`src/rtl/blkbuf_pkg.sv`:
```
package blkbuf_pkg;

    typedef enum logic [2:0] {
        ST_HUNT,
        ST_ID,
        ST_DATA,
        ST_SUM,
        ST_READY,
        ST_BAD
    } rx_state_e;

    localparam int DEF_WORD_W  = 16;
    localparam int DEF_N_WORDS = 16;
    localparam int DEF_ID_W    = 8;
    localparam int DEF_SYNC_W  = 8;

endpackage

```
`src/rtl/blkbuf_sync_det.sv`:
```
module blkbuf_sync_det #(
    parameter int              SYNC_W   = 8,
    parameter logic [SYNC_W-1:0] SYNC_PAT = 8'hB4
) (
    input  logic clk,
    input  logic rst_n,
    input  logic en,
    input  logic clr,
    input  logic bit_in,
    output logic hit
);
    logic [SYNC_W-1:0] win_d, win_q;
    logic [SYNC_W-1:0] win_nx;

    always_comb begin
        win_nx = {win_q[SYNC_W-2:0], bit_in};
        hit    = en && (win_nx == SYNC_PAT);
        win_d  = win_q;
        if (clr || hit) begin
            win_d = '0;
        end else if (en) begin
            win_d = win_nx;
        end
    end

    always_ff @(posedge clk or negedge rst_n) begin
        if (!rst_n) win_q <= '0;
        else        win_q <= win_d;
    end
endmodule

```
`src/rtl/blkbuf_sum_acc.sv`:
```
module blkbuf_sum_acc #(
    parameter int WORD_W = 16
) (
    input  logic              clk,
    input  logic              rst_n,
    input  logic              clr,
    input  logic              add,
    input  logic [WORD_W-1:0] val,
    output logic [WORD_W-1:0] sum
);
    logic [WORD_W-1:0] acc_d, acc_q;

    always_comb begin
        acc_d = acc_q;
        if (clr)      acc_d = '0;
        else if (add) acc_d = acc_q + val;
    end

    always_ff @(posedge clk or negedge rst_n) begin
        if (!rst_n) acc_q <= '0;
        else        acc_q <= acc_d;
    end

    assign sum = acc_q;
endmodule

```
`src/rtl/blkbuf_store.sv`:
```
module blkbuf_store #(
    parameter int WORD_W  = 16,
    parameter int N_WORDS = 16,
    localparam int PTR_W  = $clog2(N_WORDS)
) (
    input  logic              clk,
    input  logic              we,
    input  logic [PTR_W-1:0]  waddr,
    input  logic [WORD_W-1:0] wdata,
    input  logic [PTR_W-1:0]  raddr,
    output logic [WORD_W-1:0] rdata
);
    logic [WORD_W-1:0] mem_q [N_WORDS];

    always_ff @(posedge clk) begin
        if (we) mem_q[waddr] <= wdata;
    end

    assign rdata = mem_q[raddr];
endmodule

```
`src/rtl/blkbuf_rx.sv`:
```
module blkbuf_rx
    import blkbuf_pkg::*;
#(
    parameter int                WORD_W   = DEF_WORD_W,
    parameter int                N_WORDS  = DEF_N_WORDS,
    parameter int                ID_W     = DEF_ID_W,
    parameter int                SYNC_W   = DEF_SYNC_W,
    parameter logic [SYNC_W-1:0] SYNC_PAT = 8'hB4
) (
    input  logic              clk,
    input  logic              rst_n,
    input  logic              ser_valid,
    input  logic              ser_bit,
    input  logic              xfer_req,
    input  logic              err_clr,
    output logic              buf_ready,
    output logic              sum_err,
    output logic [ID_W-1:0]   blk_id,
    output logic              xfer_ack,
    output logic [WORD_W-1:0] word_out
);
    localparam int MAXB  = (WORD_W > ID_W) ? WORD_W : ID_W;
    localparam int CNT_W = $clog2(MAXB);
    localparam int PTR_W = $clog2(N_WORDS);
    localparam logic [PTR_W-1:0] LAST_PTR = PTR_W'(N_WORDS - 1);
    localparam logic [CNT_W-1:0] LAST_ID  = CNT_W'(ID_W - 1);
    localparam logic [CNT_W-1:0] LAST_BIT = CNT_W'(WORD_W - 1);

    typedef struct packed {
        rx_state_e         st;
        logic [CNT_W-1:0]  cnt;
        logic [WORD_W-1:0] shr;
        logic [PTR_W-1:0]  wp;
        logic [PTR_W-1:0]  rp;
        logic [ID_W-1:0]   id;
        logic              ack;
        logic [WORD_W-1:0] dout;
    } regs_t;

    regs_t r_d, r_q;

    logic              sync_hit;
    logic              acc_clr, acc_add;
    logic [WORD_W-1:0] acc_sum;
    logic              mem_we;
    logic [WORD_W-1:0] rd_word;
    logic [WORD_W-1:0] shr_nx;

    blkbuf_sync_det #(.SYNC_W(SYNC_W), .SYNC_PAT(SYNC_PAT)) u_sync (
        .clk    (clk),
        .rst_n  (rst_n),
        .en     (ser_valid && (r_q.st == ST_HUNT)),
        .clr    (r_q.st != ST_HUNT),
        .bit_in (ser_bit),
        .hit    (sync_hit)
    );

    blkbuf_sum_acc #(.WORD_W(WORD_W)) u_acc (
        .clk   (clk),
        .rst_n (rst_n),
        .clr   (acc_clr),
        .add   (acc_add),
        .val   (shr_nx),
        .sum   (acc_sum)
    );

    blkbuf_store #(.WORD_W(WORD_W), .N_WORDS(N_WORDS)) u_store (
        .clk   (clk),
        .we    (mem_we),
        .waddr (r_q.wp),
        .wdata (shr_nx),
        .raddr (r_q.rp),
        .rdata (rd_word)
    );

    always_comb begin
        r_d     = r_q;
        r_d.ack = 1'b0;
        acc_clr = 1'b0;
        acc_add = 1'b0;
        mem_we  = 1'b0;
        shr_nx  = {r_q.shr[WORD_W-2:0], ser_bit};

        unique case (r_q.st)
            ST_HUNT: begin
                if (sync_hit) begin
                    r_d.st  = ST_ID;
                    r_d.cnt = '0;
                    r_d.wp  = '0;
                    acc_clr = 1'b1;
                end
            end
            ST_ID: begin
                if (ser_valid) begin
                    r_d.shr = shr_nx;
                    r_d.cnt = r_q.cnt + CNT_W'(1);
                    if (r_q.cnt == LAST_ID) begin
                        r_d.id  = shr_nx[ID_W-1:0];
                        r_d.cnt = '0;
                        r_d.st  = ST_DATA;
                    end
                end
            end
            ST_DATA: begin
                if (ser_valid) begin
                    r_d.shr = shr_nx;
                    r_d.cnt = r_q.cnt + CNT_W'(1);
                    if (r_q.cnt == LAST_BIT) begin
                        r_d.cnt = '0;
                        mem_we  = 1'b1;
                        acc_add = 1'b1;
                        r_d.wp  = r_q.wp + PTR_W'(1);
                        if (r_q.wp == LAST_PTR) r_d.st = ST_SUM;
                    end
                end
            end
            ST_SUM: begin
                if (ser_valid) begin
                    r_d.shr = shr_nx;
                    r_d.cnt = r_q.cnt + CNT_W'(1);
                    if (r_q.cnt == LAST_BIT) begin
                        r_d.cnt = '0;
                        r_d.rp  = '0;
                        r_d.st  = (shr_nx == acc_sum) ? ST_READY : ST_BAD;
                    end
                end
            end
            ST_READY: begin
                if (xfer_req && !r_q.ack) begin
                    r_d.ack  = 1'b1;
                    r_d.dout = rd_word;
                    r_d.rp   = r_q.rp + PTR_W'(1);
                    if (r_q.rp == LAST_PTR) r_d.st = ST_HUNT;
                end
            end
            ST_BAD: begin
                if (err_clr) r_d.st = ST_HUNT;
            end
            default: r_d.st = ST_HUNT;
        endcase
    end

    always_ff @(posedge clk or negedge rst_n) begin
        if (!rst_n) begin
            r_q <= '{st: ST_HUNT, cnt: '0, shr: '0, wp: '0, rp: '0,
                     id: '0, ack: 1'b0, dout: '0};
        end else begin
            r_q <= r_d;
        end
    end

    assign buf_ready = (r_q.st == ST_READY);
    assign sum_err   = (r_q.st == ST_BAD);
    assign blk_id    = r_q.id;
    assign xfer_ack  = r_q.ack;
    assign word_out  = r_q.dout;
endmodule

```
`config.mk`:
```
export PLATFORM = sky130hd
export DESIGN_NAME = blkbuf_rx
export DESIGN_NICKNAME = d
export VERILOG_FILES = /design/src/rtl/blkbuf_pkg.sv /design/src/rtl/blkbuf_sync_det.sv /design/src/rtl/blkbuf_sum_acc.sv /design/src/rtl/blkbuf_store.sv /design/src/rtl/blkbuf_rx.sv
export SDC_FILE = /design/constraint.sdc
export NUM_CORES = 1
export LEC_CHECK = 0
export ABC_CLOCK_PERIOD_IN_PS = 3900
export BUFFER_PORTS_ARGS = -buffer_cell sky130_fd_sc_hd__buf_2
export CORE_ASPECT_RATIO = 1.5
export CORE_MARGIN = 5
export CORE_UTILIZATION = 45
export CTS_CLUSTER_DIAMETER = 150
export DETAILED_ROUTE_END_ITERATION = 7
export PLACE_DENSITY = 0.62
export SETUP_SLACK_MARGIN = 0.02
export SLEW_MARGIN = 10
export SYNTH_ARGS = -nofsm -noshare
export SYNTH_HDL_FRONTEND = slang
export SYNTH_SLANG_ARGS = --single-unit
```
`constraint.sdc`:
```
create_clock -name clk -period 3.9 [get_ports clk]
set_input_delay 0.585 -clock clk [delete_from_list [all_inputs] [get_ports clk]]
set_output_delay 0.585 -clock clk [all_outputs]
set_load 0.005 [all_outputs]
```
==> flow_summary.toml, run 1 <==
[synthesis]
netlist-cell-type-count = 60
ys_warn_count = 0
async_reset_ff_share_pct = 23.35
ys_seq_area_share_pct = 69.17
synth_nets = 781
syn_area_um2 = 13940
synth_edf_count = 256
synthFlopType = "edfxtp_1"
ys_seq_elements = 334
avgSynthCellArea_um2 = 18.51
synth_cells = 753

[finish]
num-nets-final = 810
stdcell_area_um2 = 15450
layout-drive-gt1-share_pct = 26.58
n_antenna_cell = 0
area_growth_pct = 10.87
fin_util_pct = 50.10

[placed_design]
dpl_worst_slack_ns = 0.8328
place_congestion = 0.8944
placed_area_um2 = 14430
dp_hpwl_um = 17950
numPortBuffers = 32

[worst_setup_path]
crit_family = "simple AND/OR/NAND/NOR gates"
required_ns = 4.07
reg2reg_depth = 4
arrival_ns = 3.06
cp_max_fo = 16
slowest_delay_ns = 0.76
worstReg2RegEnd = "u_store.mem_q[0][11]"
cp-end-kind = "register"
critPathLaunchType = "register"
critical_path_buf_inv_count = 0
path_class = "register to register"
startpoint = "r_q[55]"
r2r-start = "r_q[55]"
ff2ff_setup_slack_ns = 1.01
cp_slowest_cell = "and2_1"
cp_cell_sequence = "nand2b_1 -> or3_1 -> nor3_1 -> and2_1"

[cts]
postCtsSetupRepairBufs = 0
clk_path_buf_depth = 3
cts_hold_buffers = 0
cts_tree = "yes"
numCtsBuffers = 31
cts_resized = 0
cts.sinks = 334
htreeDepth = 1
cts_root_buf = "clkbuf_16"
path_clk_slew_ns = 0.06
clk_latency_ns = 0.56

[global_route]
grt_pass1_wl_um = 44100
grt_max_degree = 58
gr-usage-all-layers_pct = 16.62
grt_pass1_vias = 7317
antenna_found_initial = 0
gr-total-overflow = 0

[power_and_ir_drop]
p_sw_share_pct = 26.18
p_int_mw = 6.817
p_sw_mw = 2.417
power_frac_comb_pct = 18.4
vdd_drop_max_v = 0.0004421
clkPwrFrac_pct = 32.5
p_per_area_nw_per_um2 = 597.6
seqPwrFrac_pct = 49.2
leakagePower_nw = 5.402

[routing]
num_vias = 6884
wl_um = 28300
route.detailed.drc = 0
wl_per_cell_um = 23.39
avgViaCountPerCell = 5.689
drt_iter0_drc = 471
ant_nets = 0
dr.pass1.iters = 5

[floorplanning]
row_count = 79
die_y_um = 225.5
core-area_um2 = 30840
start_util_pct = 45.19
dieArea_um2 = 34660
die_x_um = 153.7
ios = 33

[timing]
min_period_over_period_pct = 74.22
setup_viol = 0
slew_viol_final = 0
tns_ns = 0
setup_slack_ns = 1.005
worst_pin_slew_ns = 1.095
finClkSkew_ns = 0.02154
period_needed_ns = 2.895
fmax_ghz = 0.3455
rsz0062_at_grt = "false"
whs_ns = 0.09188
relSlewSlack_pct = 26.98
hold_viol = 0

[status]
outcome = "finished, final reports clean"

[flow_run]
cap_viol_max_count = 0

[hold_path]
hp-class = "input pin to async pin"
==> area by class of cell <==
class,instances,area [um^2]
sequential,334,9644
timing repair buffer,54,352.8
inverter,10,37.54
tap,405,506.7
fill,2518,15390
clock buffer,38,822.0
clock inverter,18,195.2
multi-input combinational,351,3892
==> power by group through the flow <==
stage | Clock (mW) | Combinational, mW | Sequential [mW]
3_3_place_gp | 0 | 1.70 | 4.60
4_1_cts | 3.07 | 1.75 | 4.54
2_1_floorplan | 0 | 1.54 | 4.39
5_1_grt | 3.22 | 1.86 | 4.58
3_5_place_dp | 0 | 1.74 | 4.62
6_report | 3.00 | 1.70 | 4.54
==> layout by cell type (no fill, tap or decap), types with 14 or more instances in the layout <==
cell type	Yosys	final
a21oi_1	15	15
nor2_1	16	16
mux2_4	16	16
edfxtp_1	256	256
ha_1	21	21
buf_2	8	31
dfrtp_1	78	76
o21ai_0	26	26
mux4_2	78	78
buf_4	24	21
nand2_1	29	29
clkbuf_16	0	31
mux2_2	14	14
==> worst reg2reg max path, delay by kind of cell, from the launching register on <==
family | cells | cell delay (ns)
simple gates | 4 | 2.02
flops | 1 | 0.48
==> synthesized netlist by cell type (all sizes together) (2+ instances only) <==
master / instances / area (um^2)
a21o: 11 / 82.58
xnor2: 6 / 52.55
nand4: 6 / 37.54
ha: 21 / 262.8
a31oi: 2 / 12.51
nor2: 16 / 60.06
nor2b: 3 / 18.77
o211ai: 3 / 22.52
and2: 6 / 37.54
dfrtp: 78 / 1952
edfxtp: 256 / 7687
or4b: 2 / 20.02
o31ai: 3 / 22.52
inv: 10 / 37.54
clkbuf: 16 / 60.06
o21a: 5 / 37.54
mux4: 80 / 1809
o21ai: 27 / 135.1
nand4b: 2 / 17.52
nor3b: 2 / 15.01
nand3b: 2 / 15.01
xor2: 9 / 78.83
nor4: 4 / 40.04
o21bai: 2 / 15.01
a22o: 8 / 70.07
and3: 11 / 68.82
mux2: 37 / 476.7
a32o: 2 / 20.02
nand2: 29 / 108.9
and4: 2 / 17.52
buf: 42 / 316.5
nand2b: 3 / 18.77
mux2i: 3 / 30.03
or3: 3 / 18.77
nor3: 8 / 45.04
nand3: 6 / 30.03
or2: 2 / 12.52
a21oi: 15 / 75.07
==> through the flow <==
stage	total power, mW	instances
after floorplan	5.928	753
after global placement	6.302	1154
after detailed placement	6.359	1154
after CTS	9.357	1210
after global routing	9.660	1210
final	9.234	1210
==> sequential cells by signal, summed over array words and instances, names as in the netlist <==
| register | flops |
|---|---|
| u_store.mem_q | 256 |
| u_sync.win_q | 7 |
| word_out | 16 |
| blk_id | 8 |
| u_acc.sum | 16 |
| xfer_ack | 1 |
| r_q | 30 |
==> cells by family after synthesis <==
logic type               share of synthesized area (%)
flip-flops                                       69.17
multiplexers                                     16.62
AND/OR/NAND/NOR                                  4.292
AO/OA/AOI/OAI                                    3.977
buffers and inverters                            2.972
adder cells (fa/ha/maj)                          2.029
XOR/XNOR                                        0.9427
==> metal layers <==
metal | vias up | global-route usage, % | part of all wire, %
met5 | - | 0 | 0
met4 | 0 | 6.072 | 3.4
met3 | 43 | 2.248 | 4.2
met2 | 157 | 29.87 | 54
met1 | 3621 | 20.58 | 39
li1 | 3063 | - | -
==> how the worst max path moves through the flow <==
stage                                 endpoint  slack [ns]  depth (start not counted)
after global routing       u_store.mem_q[0][6]        0.78                          5
final                     u_store.mem_q[0][11]        1.01                          4
after CTS                 u_store.mem_q[1][10]        0.96                          5
after global placement    u_store.mem_q[0][11]        0.97                          5
after floorplan           u_store.mem_q[11][0]        0.91                          5
after detailed placement   u_store.mem_q[1][6]        0.83                          5
Note: power is estimated with default switching activity, not from simulation.
==> run 2: changes to the inputs <==
--- a/config.mk
+++ b/config.mk
@@ -5,14 +5,14 @@
 export SDC_FILE = /design/constraint.sdc
 export NUM_CORES = 1
 export LEC_CHECK = 0
-export ABC_CLOCK_PERIOD_IN_PS = 3900
+export ABC_CLOCK_PERIOD_IN_PS = 2600
 export BUFFER_PORTS_ARGS = -buffer_cell sky130_fd_sc_hd__buf_2
 export CORE_ASPECT_RATIO = 1.5
 export CORE_MARGIN = 5
 export CORE_UTILIZATION = 45
 export CTS_CLUSTER_DIAMETER = 150
 export DETAILED_ROUTE_END_ITERATION = 7
-export PLACE_DENSITY = 0.62
+export PLACE_DENSITY = 0.64
 export SETUP_SLACK_MARGIN = 0.02
 export SLEW_MARGIN = 10
 export SYNTH_ARGS = -nofsm -noshare
==> constraint.sdc (replaced) <==
create_clock -name clk -period 2.6 [get_ports clk]
set_input_delay 0.39 -clock clk [delete_from_list [all_inputs] [get_ports clk]]
set_output_delay 0.39 -clock clk [all_outputs]
set_load 0.005 [all_outputs]
==> flow_summary.toml, run 2 (same netlist as run 1, synthesis figures left out) <==
[floorplanning]
die_x_um = 153.7
core-area_um2 = 30840
dieArea_um2 = 34660
row_count = 79
ios = 33
start_util_pct = 45.19
die_y_um = 225.5

[power_and_ir_drop]
p_int_mw = 10.02
seqPwrFrac_pct = 48.1
vdd_drop_max_v = 0.0004858
power_mw = 13.68
p_sw_share_pct = 26.76
leakagePower_nw = 5.624
power_frac_comb_pct = 22.3
clkPwrFrac_pct = 29.6
p_per_area_nw_per_um2 = 870.1
p_sw_mw = 3.660

[global_route]
grt_max_degree = 56
gr-total-overflow = 0
grt_pass1_wl_um = 45380
gr-usage-all-layers_pct = 17.21
antenna_found_initial = 0
grt_pass1_vias = 7561

[timing]
hold_viol = 0
whs_ns = 0.2191
rsz0062_at_grt = "false"
period_needed_ns = 2.414
relSlewSlack_pct = 44.71
min_period_over_period_pct = 92.85
tns_ns = 0
finClkSkew_ns = 0.007521
setup_viol = 0
fmax_ghz = 0.4143
setup_slack_ns = 0.1860
worst_pin_slew_ns = 0.8294
slew_viol_final = 0

[cts]
numCtsBuffers = 29
htreeDepth = 1
cts.sinks = 334
cts_tree = "yes"
postCtsSetupRepairBufs = 0
cts_root_buf = "clkbuf_16"
path_clk_slew_ns = 0.07
cts_resized = 0
clk_path_buf_depth = 3
clk_latency_ns = 0.55
cts_hold_buffers = 1

[worst_setup_path]
worstReg2RegEnd = "r_q[53]"
cp-end-kind = "register"
required_ns = 3.07
cp_max_fo = 22
ff2ff_setup_slack_ns = 0.19
r2r-start = "r_q[25]"
path_class = "register to register"
critPathLaunchType = "register"
arrival_ns = 2.89
reg2reg_depth = 7

[routing]
ant_nets = 0
met2WireLength_um = 16620
drt_iter0_drc = 539
dr.pass1.iters = 4
dr_wl_met3_um = 1143
avgViaCountPerCell = 5.637
wl_met1_um = 10630
num_vias = 6996
wl_per_cell_um = 23.65
top_layer_used = "met4"
wl_um = 29350
route.detailed.drc = 0

[placed_design]
dpl_worst_slack_ns = 0.1496
dp_hpwl_um = 18070
numPortBuffers = 32
placed_area_um2 = 14820
placed_cells = 1186
place_congestion = 0.8130

[flow_run]
cap_viol_max_count = 0

[hold_path]
holdPathStages = 3
min_from = "ser_valid"
hold_path_end = "u_sync.win_q[0]"
hp-class = "input pin to register"

[finish]
area_growth_pct = 12.79
n_antenna_cell = 0
largest_reg_flops = 256
layout-drive-gt1-share_pct = 29.43
fin_util_pct = 50.97
fillers = 2495
final_cell_mix = "256 x edfxtp_1, 78 x mux4_2, 76 x dfrtp_1"
final_common_cell = "edfxtp_1"
num-nets-final = 841
fin_cells = 1241
top_regs = "u_store.mem_q (256), r_q (30)"
stdcell_area_um2 = 15720
top_register = "u_store.mem_q"

[status]
outcome = "finished, final reports clean"
==> run 2: power groups by stage <==
stage	Clock [mW]	Combinational, mW	Sequential [mW]
3_5_place_dp	0	3.10	6.69
5_1_grt	4.37	3.32	6.62
2_1_floorplan	0	2.37	6.58
4_1_cts	4.15	3.12	6.58
6_report	4.05	3.05	6.57
3_3_place_gp	0	3.01	6.67
==> run 2: worst max-delay path: stages (launching register included) <==
cell,delay (ns)
dfrtp_4,0.73
buf_4,0.25
ha_1,0.18
nand4_1,0.11
nor3b_1,0.29
o311ai_1,0.21
or3b_1,0.40
o21ai_1,0.15
==> run 2: final cells by class <==
| class | count | area [um^2] | share of cell area, % |
|---|---|---|---|
| flip-flops and latches | 334 | 9644 | 61.36 |
| multi-input cells | 351 | 3892 | 24.77 |
| clock buffers | 39 | 773.2 | 4.920 |
| repair buffers | 87 | 753.2 | 4.792 |
| well taps | 405 | 506.7 | 3.224 |
| clock inverters | 15 | 110.1 | 0.7005 |
| inverters | 10 | 37.54 | 0.2388 |
==> run 2: worst max path at each step <==
stage | start | endpoint | cells after the start
after global routing | r_q[25] | r_q[53] | 7
after detailed placement | ser_bit | r_q[53] | 7
after CTS | r_q[25] | r_q[53] | 7
after floorplan | r_q[49] | u_store.mem_q[11][0] | 5
after global placement | ser_bit | u_acc.sum[12] | 11
final | r_q[25] | r_q[53] | 7
==> run 2: routing by layer <==
metal	track usage, %	up-vias
met5	0	-
met4	6.357	0
met3	1.883	56
met2	32.93	164
met1	19.74	3666
li1	-	3110
==> run 3: changes to the inputs <==
--- a/config.mk
+++ b/config.mk
@@ -5,6 +5,7 @@
 export SDC_FILE = /design/constraint.sdc
 export NUM_CORES = 1
 export LEC_CHECK = 0
+export ABC_AREA = 1
 export ABC_CLOCK_PERIOD_IN_PS = 2600
 export BUFFER_PORTS_ARGS = -buffer_cell sky130_fd_sc_hd__buf_2
 export CORE_ASPECT_RATIO = 1.5
==> flow_summary.toml, run 3 <==
[synthesis]
yosys-top-cells-count = "306 x nor2_1, 256 x edfxtp_1, 225 x nand2_1"
syn_area_um2 = 14680
synthFlopType = "edfxtp_1"
synth_cells = 1418
async_reset_ff_share_pct = 23.35
ys_seq_area_share_pct = 65.67
ys_seq_elements = 334
avgSynthCellArea_um2 = 10.35
synth_nets = 1446
ys_warn_count = 0
netlist-cell-type-count = 38
synth_edf_count = 256
synth.most_common_cell = "nor2_1"
yosysTopAreaCellShare_pct = 52.37
synth_top_cell_by_area = "edfxtp_1"
synth_area_leaders = "edfxtp_1 52%, dfrtp_1 13%, nor2_1 7.8%, nand2_1 5.8%, o21ai_0 4.9%"

[cts]
cts_tree = "yes"
numCtsBuffers = 34
cts.sinks = 334
path_clk_slew_ns = 0.06
postCtsSetupRepairBufs = 0
clk_latency_ns = 0.52
cts_root_buf = "clkbuf_16"
clk_path_buf_depth = 3
htreeDepth = 2
cts_hold_buffers = 1
cts_resized = 0

[finish]
largest_reg_flops = 256
final_common_cell = "nor2_1"
num-nets-final = 1479
top_register = "u_store.mem_q"
final_cell_mix = "294 x nor2_1, 256 x edfxtp_1, 225 x nand2_1"
fin_cells = 1891
fillers = 2942
top_regs = "u_store.mem_q (256), r_q (30)"
area_growth_pct = 12.45
n_antenna_cell = 0
layout-drive-gt1-share_pct = 11.86

[floorplanning]
row_count = 81
start_util_pct = 45.26
die_x_um = 157.5
dieArea_um2 = 36410
ios = 33
core-area_um2 = 32430
die_y_um = 231.2

[timing]
setup_viol = 0
period_needed_ns = 2.097
fmax_ghz = 0.4768
setup_slack_ns = 0.5025
hold_viol = 0
relSlewSlack_pct = 51.35
slew_viol_final = 0
worst_pin_slew_ns = 0.7298
min_period_over_period_pct = 80.67
whs_ns = 0.3576
rsz0062_at_grt = "false"
tns_ns = 0
finClkSkew_ns = 0.01225

[routing]
wl_um = 34750
dr.pass1.iters = 6
num_vias = 9942
wl_per_cell_um = 18.38
ant_nets = 0
avgViaCountPerCell = 5.258
route.detailed.drc = 0
drt_iter0_drc = 668

[worst_setup_path]
cp_max_fo = 16
critPathLaunchType = "register"
cp-end-kind = "register"
path_class = "register to register"
required_ns = 2.80
arrival_ns = 2.29

[global_route]
gr-usage-all-layers_pct = 19.30
grtUsageMet1_pct = 23.13
met3_usage_pct = 2.615
gr-total-overflow = 0
antenna_found_initial = 0
use_met2_pct = 34.82
gr-max-usage-layer = "met2"
grt_pass1_wl_um = 54440
grt_max_degree = 93
grt_pass1_vias = 9888

[power_and_ir_drop]
power_mw = 13.97
vdd_drop_max_v = 0.0004442
p_per_area_nw_per_um2 = 846.5
leakagePower_nw = 6.627

[placed_design]
place_congestion = 0.9089
dp_hpwl_um = 23060
dpl_worst_slack_ns = 0.5226
placed_cells = 1829
numPortBuffers = 32

[flow_run]
cap_viol_max_count = 0

[hold_path]
hp-class = "input pin to register"

[status]
outcome = "finished, final reports clean"
[run 3: report_power, final]
group	internal (mW)	total, mW	switching, mW
Combinational	0.657	2.36	1.70
Clock	2.93	4.90	1.97
Sequential	6.49	6.71	0.216
[run 3: cells by family (layout without fill, tap and decap cells)]
kind of cell / after synthesis / count (layout) / share of synthesized area [%]
and+or+nand+nor: 686 / 686 / 19.51
buffers and inverters: 172 / 230 / 5.651
xor gates and xnor gates: 5 / 5 / 0.2983
adders and majority gates: 22 / 22 / 1.926
AOI/OAI and AO/OA: 199 / 199 / 6.947
DFF: 334 / 334 / 65.67
[run 3: worst paths after layout]
check | from | slack (ns) | depth (start not counted) | to
min | ser_bit | 0.36 | 2 | u_store.mem_q[2][0]
max reg2reg | r_q[49] | 0.50 | 8 | u_store.mem_q[6][8]
min in group asynchronous | rst_n | 0.45 | 2 | u_acc.sum[13]
min reg2reg | word_out[13] | 0.47 | 2 | word_out[13]
max in group asynchronous | rst_n | 1.53 | 3 | r_q[52]
max | r_q[49] | 0.50 | 8 | u_store.mem_q[6][8]
[run 3: area by class of cell]
type	count	area [um^2]	share of cell area, %
clock inverter	14	155.1	0.9399
sequential	334	9644	58.42
tap	415	519.2	3.146
clock buffer	47	973.4	5.897
multi-input combinational	912	4260	25.81
timing repair buffer	84	630.6	3.820
inverter	85	324.1	1.963
[run 3: critical path, cell delays in order (launching register included)]
cell and delay, ns:
dfrtp_1 0.40, ha_1 0.20, nand2_1 0.11, nor2_2 0.20, nand2_4 0.10, nor2_8 0.15, nand2_1 0.21, nor2_2 0.13
buf_4 0.28
[run 3: through the flow]
| step | util (%) | cell area (um^2) |
|---|---|---|
| floorplan | - | 14680 |
| global placement | 47.39 | 15370 |
| detailed placement | 47.39 | 15370 |
| CTS | 50.90 | 16510 |
| global route | 50.90 | 16510 |
| finish | 50.90 | 16510 |
[run 3: layer usage]
metal	wire [um]	vias to the layer above
met2	18200	286
met3	1630	74
met5	0	-
met1	13630	4741
met4	1283	0
li1	-	4841
